File: config.mk
export PLATFORM = sky130hd
export DESIGN_NAME = dma_prio_arbiter
export DESIGN_NICKNAME = d
export VERILOG_FILES = /design/src/rtl/dma_arb_pkg.sv /design/src/rtl/dma_ctrl_reg.sv /design/src/rtl/dma_grant_sel.sv /design/src/rtl/dma_prio_arbiter.sv
export SDC_FILE = /design/constraint.sdc
export NUM_CORES = 1
export LEC_CHECK = 0
export ABC_AREA = 1
export BUFFER_PORTS_ARGS = -buffer_cell sky130_fd_sc_hd__clkbuf_2
export CORE_MARGIN = 3
export CORE_UTILIZATION = 46
export DETAILED_ROUTE_END_ITERATION = 10
export PLACE_DENSITY = 0.71
export REMOVE_ABC_BUFFERS = 1
export SYNTH_ARGS = -nofsm -noshare
export SYNTH_HDL_FRONTEND = slang
export SYNTH_SLANG_ARGS = --single-unit
export TNS_END_PERCENT = 10
File: constraint.sdc
create_clock -name clk -period 1.83 [get_ports clk]
set_input_delay 0.0915 -clock clk [delete_from_list [all_inputs] [get_ports clk]]
set_output_delay 0.0915 -clock clk [all_outputs]
set_load 0.005 [all_outputs]
File: src/rtl/dma_arb_pkg.sv
package dma_arb_pkg;
    parameter int unsigned CH_N  = 4;
    localparam int unsigned CH_W  = $clog2(CH_N);
    localparam int unsigned CFG_W = 8;

    localparam int unsigned BIT_EN   = 7;
    localparam int unsigned BIT_SRST = 6;
    localparam int unsigned DBUF_LO  = 2;
    localparam int unsigned PRIO_LO  = 0;

    typedef enum logic [1:0] {
        PRIO_ROTATE_ALL = 2'b00,
        PRIO_ONE_FIXED  = 2'b01,
        PRIO_TWO_FIXED  = 2'b10,
        PRIO_ALL_FIXED  = 2'b11
    } prio_mode_e;

    // number of channels ranked strictly ahead of the rotating group
    function automatic int fixed_count(prio_mode_e mode);
        return (mode == PRIO_ALL_FIXED) ? int'(CH_N) - 1 : int'(mode);
    endfunction
endpackage

File: src/rtl/dma_ctrl_reg.sv
module dma_ctrl_reg
    import dma_arb_pkg::*;
(
    input  logic             clk,
    input  logic             rst_n,
    input  logic             cfg_we,
    input  logic [CFG_W-1:0] cfg_wdata,
    input  logic             buf_empty,
    output logic             en,
    output logic             pend,
    output logic             abort,
    output logic             soft_rst,
    output logic [1:0]       dbuf,
    output prio_mode_e       prio
);
    typedef struct packed {
        logic       en;
        logic       pend;
        logic [1:0] dbuf;
        prio_mode_e prio;
    } ctrl_t;

    localparam ctrl_t CTRL_RST = '{en: 1'b0, pend: 1'b0, dbuf: 2'b00, prio: PRIO_ROTATE_ALL};

    ctrl_t s_d, s_q;

    always_comb begin
        s_d      = s_q;
        soft_rst = 1'b0;
        if (cfg_we) begin
            if (cfg_wdata[BIT_SRST] && !s_q.en) begin
                s_d      = CTRL_RST;
                soft_rst = 1'b1;
            end else begin
                s_d.dbuf = cfg_wdata[DBUF_LO +: 2];
                s_d.prio = prio_mode_e'(cfg_wdata[PRIO_LO +: 2]);
                if (cfg_wdata[BIT_EN]) begin
                    s_d.en   = 1'b1;
                    s_d.pend = 1'b0;
                end else if (s_q.en) begin
                    if (buf_empty) begin
                        s_d.en   = 1'b0;
                        s_d.pend = 1'b0;
                    end else begin
                        s_d.pend = 1'b1;
                    end
                end
            end
        end else if (s_q.pend && buf_empty) begin
            s_d.en   = 1'b0;
            s_d.pend = 1'b0;
        end
        abort = s_q.en && !s_d.en;
    end

    always_ff @(posedge clk or negedge rst_n) begin
        if (!rst_n) s_q <= CTRL_RST;
        else        s_q <= s_d;
    end

    assign en   = s_q.en;
    assign pend = s_q.pend;
    assign dbuf = s_q.dbuf;
    assign prio = s_q.prio;
endmodule

File: src/rtl/dma_grant_sel.sv
module dma_grant_sel
    import dma_arb_pkg::*;
(
    input  logic [CH_N-1:0] req,
    input  prio_mode_e      prio,
    input  logic [CH_W-1:0] last,
    output logic            pick_vld,
    output logic [CH_W-1:0] pick_idx
);
    int              nfix;
    logic            fix_vld, rr_vld;
    logic [CH_W-1:0] fix_idx, rr_idx, cand;

    always_comb begin
        nfix    = fixed_count(prio);
        fix_vld = 1'b0;
        fix_idx = '0;
        rr_vld  = 1'b0;
        rr_idx  = '0;
        cand    = '0;
        // fixed tier: lowest index wins, so scan downward and overwrite
        for (int i = int'(CH_N) - 1; i >= 0; i--) begin
            if (i < nfix && req[i]) begin
                fix_vld = 1'b1;
                fix_idx = CH_W'(i);
            end
        end
        // rotating tier: nearest channel after the last grant wins
        for (int s = int'(CH_N); s >= 1; s--) begin
            cand = CH_W'((int'(last) + s) % int'(CH_N));
            if (int'(cand) >= nfix && req[cand]) begin
                rr_vld = 1'b1;
                rr_idx = cand;
            end
        end
        pick_vld = fix_vld || rr_vld;
        pick_idx = fix_vld ? fix_idx : rr_idx;
    end
endmodule

File: src/rtl/dma_prio_arbiter.sv
module dma_prio_arbiter
    import dma_arb_pkg::*;
(
    input  logic             clk,
    input  logic             rst_n,
    input  logic [CH_N-1:0]  req,
    input  logic             xfer_done,
    input  logic             cfg_we,
    input  logic [CFG_W-1:0] cfg_wdata,
    input  logic             buf_empty,
    output logic [CH_N-1:0]  grant,
    output logic [CFG_W-1:0] cfg_rdata,
    output logic             ctrl_enabled,
    output logic [1:0]       dbuf_pair
);
    typedef struct packed {
        logic [CH_N-1:0] grant;
        logic [CH_W-1:0] last;
    } arb_t;

    localparam arb_t ARB_RST = '{grant: '0, last: CH_W'(CH_N - 1)};

    logic            en, pend, abort, soft_rst;
    logic [1:0]      dbuf;
    prio_mode_e      prio;
    logic            pick_vld;
    logic [CH_W-1:0] pick_idx, gnt_idx;
    arb_t            s_d, s_q;

    dma_ctrl_reg u_ctrl (
        .clk       (clk),
        .rst_n     (rst_n),
        .cfg_we    (cfg_we),
        .cfg_wdata (cfg_wdata),
        .buf_empty (buf_empty),
        .en        (en),
        .pend      (pend),
        .abort     (abort),
        .soft_rst  (soft_rst),
        .dbuf      (dbuf),
        .prio      (prio)
    );

    dma_grant_sel u_sel (
        .req      (req),
        .prio     (prio),
        .last     (s_q.last),
        .pick_vld (pick_vld),
        .pick_idx (pick_idx)
    );

    always_comb begin
        gnt_idx = '0;
        for (int i = 0; i < int'(CH_N); i++) begin
            if (s_q.grant[i]) gnt_idx = CH_W'(i);
        end
    end

    always_comb begin
        s_d = s_q;
        if (soft_rst) begin
            s_d = ARB_RST;
        end else if (!en || abort) begin
            s_d.grant = '0;
        end else if (|s_q.grant) begin
            if (xfer_done) begin
                s_d.grant = '0;
                if (int'(gnt_idx) >= fixed_count(prio)) s_d.last = gnt_idx;
            end
        end else if (!pend && pick_vld) begin
            s_d.grant = CH_N'(1) << pick_idx;
        end
    end

    always_ff @(posedge clk or negedge rst_n) begin
        if (!rst_n) s_q <= ARB_RST;
        else        s_q <= s_d;
    end

    assign grant        = s_q.grant;
    assign ctrl_enabled = en;
    assign dbuf_pair    = dbuf;
    assign cfg_rdata    = {en, 1'b0, 2'b00, dbuf, prio};
endmodule

==> flow_metrics.py, run 1 <==
metrics = {
    "power_and_ir_drop": {
        "p_leak_uw": 0.000841,
        "seq_power_share_pct": 20.0,
        "p_clk_share_pct": 11.2,
        "pwr-share-comb_pct": 68.8,
        "internal-power_uw": 975,
        "switchingPower_uw": 909,
        "peakVddDrop_mv": 0.898,
        "power_density_nw_per_um2": 1290,
        "sw_frac_of_total_pct": 48.2,
    },
    "critical_path": {
        "critPathSlowestCell": "dfstp_2",
        "reg2reg_from": "s_q[0]",
        "critPathLaunch": "s_q[0]",
        "ff2ff_setup_slack_ps": -170,
        "worstSetupPathType": "flop to flop",
        "end_kind": "flop",
        "cp_num_buf_inv": 1,
        "cp_top_family": "simple AND/OR/NAND/NOR gates",
        "crit_arrival_ps": 2210,
        "worst_ep_required_time_ps": 2050,
        "crit_chain": "nand2_2, nand2_4, inv_2, ha_4, nand2_1, nand2_1, nand2_2, nor2_4, o21bai_1, nand2_1, nand3_2, nand2_2, nor2_2, nand2_1, nand2_1",
        "crit_top_cell": "nand2_1",
        "worstPathMaxFanout": 3,
        "startpoint_type": "flop",
        "max_stage_delay_ps": 580,
    },
    "sta": {
        "rsz0062_at_grt": "yes",
        "maxSlewHeadroom_pct": 66.4,
        "worst_slew_pin_slew_ps": 499,
        "fin_skew_ps": 2.23,
        "setup_viol": 6,
        "setup_ws_ps": -166,
        "fin_setup_tns_ps": -628,
        "min_period_ps": 2000,
        "hold_viol_final": 0,
        "finalCritPeriodShare_pct": 109,
        "drv_slew": 0,
        "fmaxAchievable_mhz": 501,
    },
    "grt": {
        "grt_max_degree": 13,
        "groute.usage.overall_pct": 18.4,
        "first_global_vias": 1145,
        "antenna_found_initial": 0,
        "grt_pass1_wl_um": 4730,
        "grt-ovfl-total": 0,
    },
    "floorplan": {
        "fp.coreArea_um2": 2280,
        "die_h_um": 55.8,
        "start_util_pct": 50.2,
        "die-area_um2": 3120,
        "die_w_um": 55.8,
        "pin_count": 32,
        "rows": 17,
    },
    "status": {
        "violations": "setup timing",
        "status": "finished, violations left",
    },
    "layout": {
        "mostFrequentLayoutCells": "nand2_1 (50), clkbuf_2 (26), inv_1 (23)",
        "area_growth_pct": 27.9,
        "n_fill_cell": 207,
        "drive_gt1_share_pct": 37.2,
        "nets": 237,
        "fin_cells": 243,
        "n_antenna_cell": 0,
        "mostFrequentLayoutCell": "nand2_1",
    },
    "flow_run": {
        "maxCapViolations": 0,
    },
    "logic_synthesis": {
        "yosys_warnings": 0,
        "netlist_instances": 180,
        "yosys-mux-area-fraction_pct": 0,
        "avgSynthCellArea_um2": 6.35,
        "synth_top_family_by_area": "simple AND/OR/NAND/NOR gates",
        "ys_types": 29,
        "synth-compound-area-share_pct": 13.5,
        "synth-simple-area-share_pct": 38.8,
        "ys_ff_latch": 12,
        "synth-xor-area-share_pct": 0,
        "yosys.area_share.adder_pct": 4.38,
        "syn-cell-area_um2": 1140,
        "yosysSeqAreaShare_pct": 26.5,
    },
    "cts": {
        "clkLatencyLatePin_ps": 270,
        "cts-root-buf": "clkbuf_4",
        "cts.sinks": 12,
        "cts_tree": "yes",
        "clk_pin_slew_worst_paths_ps": 80,
        "h-tree-depth": 1,
        "cts_buffer_depth": 2,
        "cts_made_buffers": 3,
    },
    "min_path": {
        "min_path_type": "input pin to flop",
        "worstHoldStart": "buf_empty",
    },
    "routing": {
        "drtIter0Drc": 29,
        "totalWireLength_um": 2820,
        "drtPass1Iterations": 4,
        "viasPerCell": 5.13,
        "antenna_left": 0,
        "wl_per_cell_um": 11.6,
        "via_count": 1247,
        "drcViolationCount": 0,
    },
    "place": {
        "portBuffers": 26,
        "place_inst": 235,
        "dp_hpwl_um": 2190,
        "gp_congestion": 0.811,
    },
}
final timing paths:
| path | depth (start not counted) | endpoint |
|---|---|---|
| setup / recovery | 15 | grant[3] |
| hold / removal | 2 | u_ctrl.pend |
| setup reg to reg | 15 | grant[3] |
| hold reg to reg | 2 | u_ctrl.dbuf[0] |
| max in group asynchronous | 2 | s_q[0] |
| min in group asynchronous | 2 | grant[1] |
stage by stage:
stage | total power [uW] | area (um2) | worst slack (ps) | hold WS [ps] | util (%)
after global routing | 2060 | 1460 | -321 | 22.6 | 64.2
after detailed placement | 1450 | 1310 | -246 | -5.94 | 57.7
after floorplan | 1100 | 1070 | -91.5 | -204 | -
after CTS | 1760 | 1410 | -179 | 8.80 | 62.1
final | 1880 | 1460 | -166 | 6.35 | 64.2
after global placement | 1410 | 1310 | -161 | -12.1 | 57.7
synthesized netlist by cell type, drive strengths merged:
library cell | number | area, um2
inv | 28 | 105
o211ai | 1 | 7.51
a41oi | 1 | 8.76
a21boi | 1 | 7.51
nand2 | 67 | 269
nand4 | 5 | 31.3
dfrtp | 10 | 250
a21oi | 8 | 58.8
conb | 1 | 3.75
clkbuf | 2 | 8.75
or2 | 1 | 6.26
nor3 | 2 | 10.0
o21ai | 8 | 40.0
o41ai | 2 | 17.5
buf | 10 | 75.1
nand3 | 12 | 70.1
o21bai | 1 | 7.51
o22ai | 1 | 6.26
dfstp | 2 | 52.6
ha | 4 | 50.1
nor2 | 13 | 56.3
power groups by stage:
stage	clock network, uW	logic, uW	registers (uW)
detailed placement	0	1080	374
global route	236	1440	385
CTS	215	1170	376
floorplan	0	726	379
finish	212	1300	377
global placement	0	1040	371
metal layers:
layer / wire length [um] / share of wire (%) / track usage, % / vias to the layer above
met5: 0 / 0 / 0 / -
met3: 142 / 5.0 / 1.86 / 4
li1: - / - / - / 632
met2: 1430 / 51 / 32.8 / 39
met4: 36 / 1.3 / 7.80 / 0
met1: 1210 / 43 / 22.5 / 572
worst reg2reg max path: stages, from the launching register on:
cell and delay, ps:
dfstp_2 580, nand2_2 80, nand2_4 70, inv_2 40, ha_4 250, nand2_1 50
nand2_1 80, nand2_2 80, nor2_4 110, o21bai_1 130, nand2_1 80, nand3_2 100
nand2_2 50, nor2_2 110, nand2_1 70, nand2_1 70
kinds of logic after synthesis:
family	Yosys count
fa+ha+maj	4
other cells	1
simple gates	100
buf+inv	40
flops	12
compound gates	23
registers in the layout (all words and copies together) (netlist names):
name	cells
u_ctrl.prio	2
s_q	2
u_ctrl.pend	1
grant	4
u_ctrl.dbuf	2
u_ctrl.en	1
repair_timing:
| action | 4_1_cts | 5_1_grt |
|---|---|---|
| hold buffers | 1 | 0 |
| resized for setup | 10 | 13 |
| buffers inserted | 1 | 2 |
| pin swaps | 4 | 14 |
| setup endpoints to repair | 6 | 6 |
| hold endpoints to repair | 12 | 0 |
cell type report:
class | count | area (um2) | share of cell area [%]
Inverter | 28 | 108 | 7.36
Multi-Input combinational cell | 130 | 734 | 50.3
Tap cell | 28 | 35.0 | 2.40
Clock buffer | 4 | 36.3 | 2.48
Sequential cell | 12 | 303 | 20.7
Timing Repair Buffer | 41 | 245 | 16.8
No activity file was read; power rests on OpenSTA's default activity.
==> inputs of run 2 (changes only) <==
Settings changed: REMOVE_ABC_BUFFERS 1 to default.
==> flow_metrics.py, run 2 (synthesized netlist as in run 1, its figures left out) <==
metrics = {
    "critical_path": {
        "worstSetupPathType": "flop to flop",
        "end_kind": "flop",
        "worstPathMaxFanout": 4,
        "crit_arrival_ps": 2220,
        "ff2ff_setup_slack_ps": -180,
        "startpoint_type": "flop",
        "worst_ep_required_time_ps": 2040,
        "reg2regPathDepth": 16,
        "r2r-end": "grant[1]",
        "reg2reg_from": "s_q[0]",
    },
    "cts": {
        "clk_pin_slew_worst_paths_ps": 80,
        "cts.sinks": 12,
        "cts_made_buffers": 3,
        "h-tree-depth": 1,
        "cts-root-buf": "clkbuf_4",
        "post_cts_buffers": 0,
        "cts_buffer_depth": 2,
        "clkLatencyLatePin_ps": 270,
        "cts_tree": "yes",
    },
    "floorplan": {
        "die_h_um": 55.8,
        "pin_count": 32,
        "fp.coreArea_um2": 2280,
        "die_w_um": 55.8,
        "start_util_pct": 50.2,
        "die-area_um2": 3120,
        "rows": 17,
    },
    "sta": {
        "fmaxAchievable_mhz": 499,
        "setup_viol": 5,
        "fin_setup_tns_ps": -653,
        "fin_skew_ps": 13.7,
        "rsz0062_at_grt": "yes",
        "hold_viol_final": 0,
        "drv_slew": 0,
        "setup_ws_ps": -175,
        "finalCritPeriodShare_pct": 110,
        "min_period_ps": 2010,
        "fin_hold_ws_ps": 12.5,
    },
    "place": {
        "portBuffers": 26,
        "dp_hpwl_um": 2350,
        "gp_congestion": 0.823,
        "pre_cts_ws_ps": -181,
        "placed_area_um2": 1350,
    },
    "layout": {
        "area_growth_pct": 25.3,
        "mostFrequentLayoutCell": "nand2_1",
        "largest_reg_flops": 4,
        "drive_gt1_share_pct": 33.5,
        "mostFrequentLayoutCells": "nand2_1 (55), clkbuf_2 (26), inv_1 (25)",
        "utilization_pct": 62.9,
        "n_fill_cell": 225,
        "n_antenna_cell": 0,
        "design_area_um2": 1430,
        "nets": 237,
    },
    "routing": {
        "drtIter0Drc": 32,
        "drcViolationCount": 0,
        "drtPass1Iterations": 6,
        "antenna_left": 0,
        "via_count": 1228,
        "totalWireLength_um": 2850,
        "wl_per_cell_um": 11.7,
        "viasPerCell": 5.05,
    },
    "power_and_ir_drop": {
        "p_leak_uw": 0.000835,
        "power_density_nw_per_um2": 1260,
        "peakVddDrop_mv": 0.679,
    },
    "grt": {
        "grt_max_degree": 13,
        "antenna_found_initial": 0,
        "grt_pass1_wl_um": 4950,
        "groute.usage.overall_pct": 19.3,
        "grt-ovfl-total": 0,
        "first_global_vias": 1175,
    },
    "flow_run": {
        "maxCapViolations": 0,
    },
    "min_path": {
        "hold_end": "u_ctrl.pend",
        "worstHoldStart": "buf_empty",
        "min_path_type": "input pin to flop",
        "min_path_cells": 2,
    },
    "status": {
        "status": "finished, violations left",
        "violations": "setup timing",
    },
}
run 2: cell counts in the layout (fill, tap and decap cells not counted):
No cell type changed its count.
run 2: routing by layer:
layer / GRT usage [%] / up-vias / wire [um]
met2: 33.8 / 31 / 1400
met1: 24.7 / 557 / 1270
li1: - / 632 / -
met3: 2.32 / 8 / 122
met4: 6.10 / 0 / 57
met5: 0 / - / 0
run 2: worst max path at each step:
stage                       from        to  slack (ps)  cells after the start
after floorplan           s_q[0]  grant[1]         -70                     15
after global placement    s_q[0]  grant[1]        -100                     14
after detailed placement  s_q[0]  grant[3]        -180                     15
after CTS                 s_q[0]  grant[0]        -140                     16
after global routing      s_q[0]  grant[1]        -310                     18
final                     s_q[0]  grant[1]        -180                     16
run 2: critical path: stages, from the launching register on:
cell     delay [ps]
dfstp_2         590
inv_4            60
ha_4            260
inv_1            40
nand2_2          60
inv_1            60
o21ai_0         160
nand2_1          80
nor2_1           90
nand2_1          60
nand2_1          50
nand2_1          60
nand3_2          70
nand2_1          60
nor2_2          140
nand2_1          60
nand2_1          50
run 2: final cells by class:
cell class,count,area (um2),share of cell area (%)
multi-input combinational,130,714,49.9
sequential,12,303,21.2
tap,28,35.0,2.45
timing repair buffer,41,245,17.1
inverter,28,108,7.52
clock buffer,4,26.3,1.84
run 2: where the power goes:
| group | leakage (uW) | switching (uW) | internal (uW) |
|---|---|---|---|
| combinational | 0.000667 | 740 | 514 |
| clock | 0.0000150 | 84.4 | 84.2 |
| sequential | 0.000153 | 50.9 | 325 |
run 2: timing repair:
item / 4_1_cts / 5_1_grt
cloned: 0 / 0
resized for setup: 4 / 6
pin swaps: 3 / 2
hold endpoints to repair: 12 / 0
setup endpoints to repair: 4 / 6
hold buffers: 1 / 0
run 2: per-stage QoR:
| step | std cells | total power, uW |
|---|---|---|
| 6_report | 243 | 1800 |
| 5_1_grt | 243 | 1980 |
| 3_5_place_dp | 238 | 1500 |
| 2_1_floorplan | 182 | 1160 |
| 3_3_place_gp | 238 | 1460 |
| 4_1_cts | 243 | 1710 |
==> inputs of run 3 (changes only) <==
Settings changed: CORE_ASPECT_RATIO from default to 1.4, CTS_BUF_LIST from default to sky130_fd_sc_hd__clkbuf_16.
==> flow_metrics.py, run 3 (synthesized netlist as in run 1, its figures left out) <==
metrics = {
    "critical_path": {
        "r2r-end": "grant[0]",
        "startpoint_type": "flop",
        "reg2regPathDepth": 16,
        "worst_ep_required_time_ps": 2010,
        "crit_arrival_ps": 2170,
        "end_kind": "flop",
        "worstSetupPathType": "flop to flop",
        "reg2reg_from": "s_q[0]",
        "ff2ff_setup_slack_ps": -160,
        "worstPathMaxFanout": 4,
    },
    "floorplan": {
        "die_w_um": 48.1,
        "fp.coreArea_um2": 2280,
        "start_util_pct": 50.2,
        "rows": 20,
        "pin_count": 32,
        "die-area_um2": 3130,
        "die_h_um": 65.0,
    },
    "sta": {
        "maxSlewHeadroom_pct": 63.6,
        "hold_viol_final": 0,
        "fmaxAchievable_mhz": 502,
        "min_period_ps": 1990,
        "finalCritPeriodShare_pct": 109,
        "rsz0062_at_grt": "yes",
        "fin_skew_ps": 2.87,
        "worst_slew_pin_slew_ps": 541,
        "setup_ws_ps": -161,
        "fin_hold_ws_ps": 52.5,
        "drv_slew": 0,
        "setup_viol": 4,
    },
    "min_path": {
        "hold_end": "u_ctrl.pend",
        "min_path_cells": 2,
        "min_path_type": "input pin to flop",
        "worstHoldStart": "buf_empty",
    },
    "layout": {
        "mostFrequentLayoutCell": "nand2_1",
        "mostFrequentLayoutCells": "nand2_1 (54), clkbuf_2 (26), inv_1 (24)",
        "drive_gt1_share_pct": 35.8,
        "nets": 238,
        "largest_reg_flops": 4,
        "n_antenna_cell": 0,
        "area_growth_pct": 32.0,
    },
    "routing": {
        "via_count": 1222,
        "drtIter0Drc": 32,
        "drtPass1Iterations": 4,
        "wl_per_cell_um": 12.0,
        "drcViolationCount": 0,
        "viasPerCell": 4.93,
        "antenna_left": 0,
        "totalWireLength_um": 2970,
    },
    "cts": {
        "clkLatencyLatePin_ps": 240,
        "cts_tree": "yes",
        "cts_buffer_depth": 2,
        "cts-root-buf": "clkbuf_16",
        "cts_made_buffers": 3,
        "h-tree-depth": 1,
        "clk_pin_slew_worst_paths_ps": 40,
        "cts.sinks": 12,
    },
    "grt": {
        "grt_pass1_wl_um": 5040,
        "grt_max_degree": 13,
        "grt-ovfl-total": 0,
        "groute.usage.overall_pct": 21.5,
        "antenna_found_initial": 0,
        "first_global_vias": 1254,
    },
    "status": {
        "violations": "setup timing",
        "status": "finished, violations left",
    },
    "power_and_ir_drop": {
        "power_density_nw_per_um2": 1360,
        "peakVddDrop_mv": 0.757,
        "p_leak_uw": 0.000857,
    },
    "place": {
        "dp_hpwl_um": 2380,
        "gp_congestion": 0.868,
        "portBuffers": 26,
        "pre_cts_ws_ps": -185,
    },
    "flow_run": {
        "maxCapViolations": 0,
    },
}
run 3: changes by cell type in the layout (fill, tap and decap cells not counted), sizes merged:
cell | before | now
buf | 14 | 15
clkbuf | 30 | 29
run 3: worst max-delay path: stages, from the launching register on:
cell and delay, ps:
dfstp_2 580, nand2_2 90, nand2_4 70, inv_2 50, ha_4 250, nand2_1 40, nand2_1 70, nand2_2 70
nor2_4 110, inv_2 60, nand2_1 70, inv_1 40, nand2_1 60, nand3_2 70, a21oi_2 150, nand2_1 70
nand2_1 60
run 3: worst max path at each step:
stage	from	end	slack, ps	cells past startpoint
global placement	s_q[0]	grant[0]	-110	13
CTS	s_q[0]	grant[3]	-130	17
global route	s_q[0]	grant[0]	-320	17
floorplan	s_q[0]	grant[1]	-70	15
finish	s_q[0]	grant[0]	-160	16
detailed placement	s_q[0]	grant[3]	-190	15
run 3: area by class of cell:
type | instances | area, um2
Clock buffer | 3 | 75.1
Multi-Input combinational cell | 130 | 728
Sequential cell | 12 | 303
Inverter | 28 | 108
Tap cell | 33 | 41.3
Fill cell | 205 | 769
Timing Repair Buffer | 42 | 253
run 3: power breakdown:
group          leakage [uW]  total, uW  internal, uW  switching (uW)
registers          0.000153        379           326            53.0
clock network     0.0000370        398           285             113
logic              0.000666       1280           528             751
total              0.000857       2060          1140             917
run 3: metal layers:
| layer | track usage, % | wire [um] | up-vias |
|---|---|---|---|
| met5 | 0 | 0 | - |
| met4 | 7.07 | 68 | 0 |
| met3 | 1.94 | 79 | 7 |
| met2 | 39.9 | 1620 | 29 |
| met1 | 23.6 | 1210 | 559 |
| li1 | - | - | 627 |
run 3: what timing repair did:
action	4_1_cts	5_1_grt
cloned	0	0
hold endpoints to repair	10	0
buffers inserted	0	3
setup endpoints to repair	4	6
hold buffers	1	0
gates resized for setup	5	10
pin swaps	1	3
run 3: metrics by stage:
stage / instances / setup TNS [ps] / utilization, % / total power [uW] / cell area [um2]
4_1_cts: 245 / -503 / 63.9 / 1950 / 1460
2_1_floorplan: 182 / -222 / - / 1160 / 1170
5_1_grt: 248 / -1260 / 66.2 / 2240 / 1510
3_5_place_dp: 241 / -679 / 59.1 / 1500 / 1350
6_report: 248 / -597 / 66.2 / 2060 / 1510
3_3_place_gp: 241 / -404 / 59.1 / 1460 / 1350
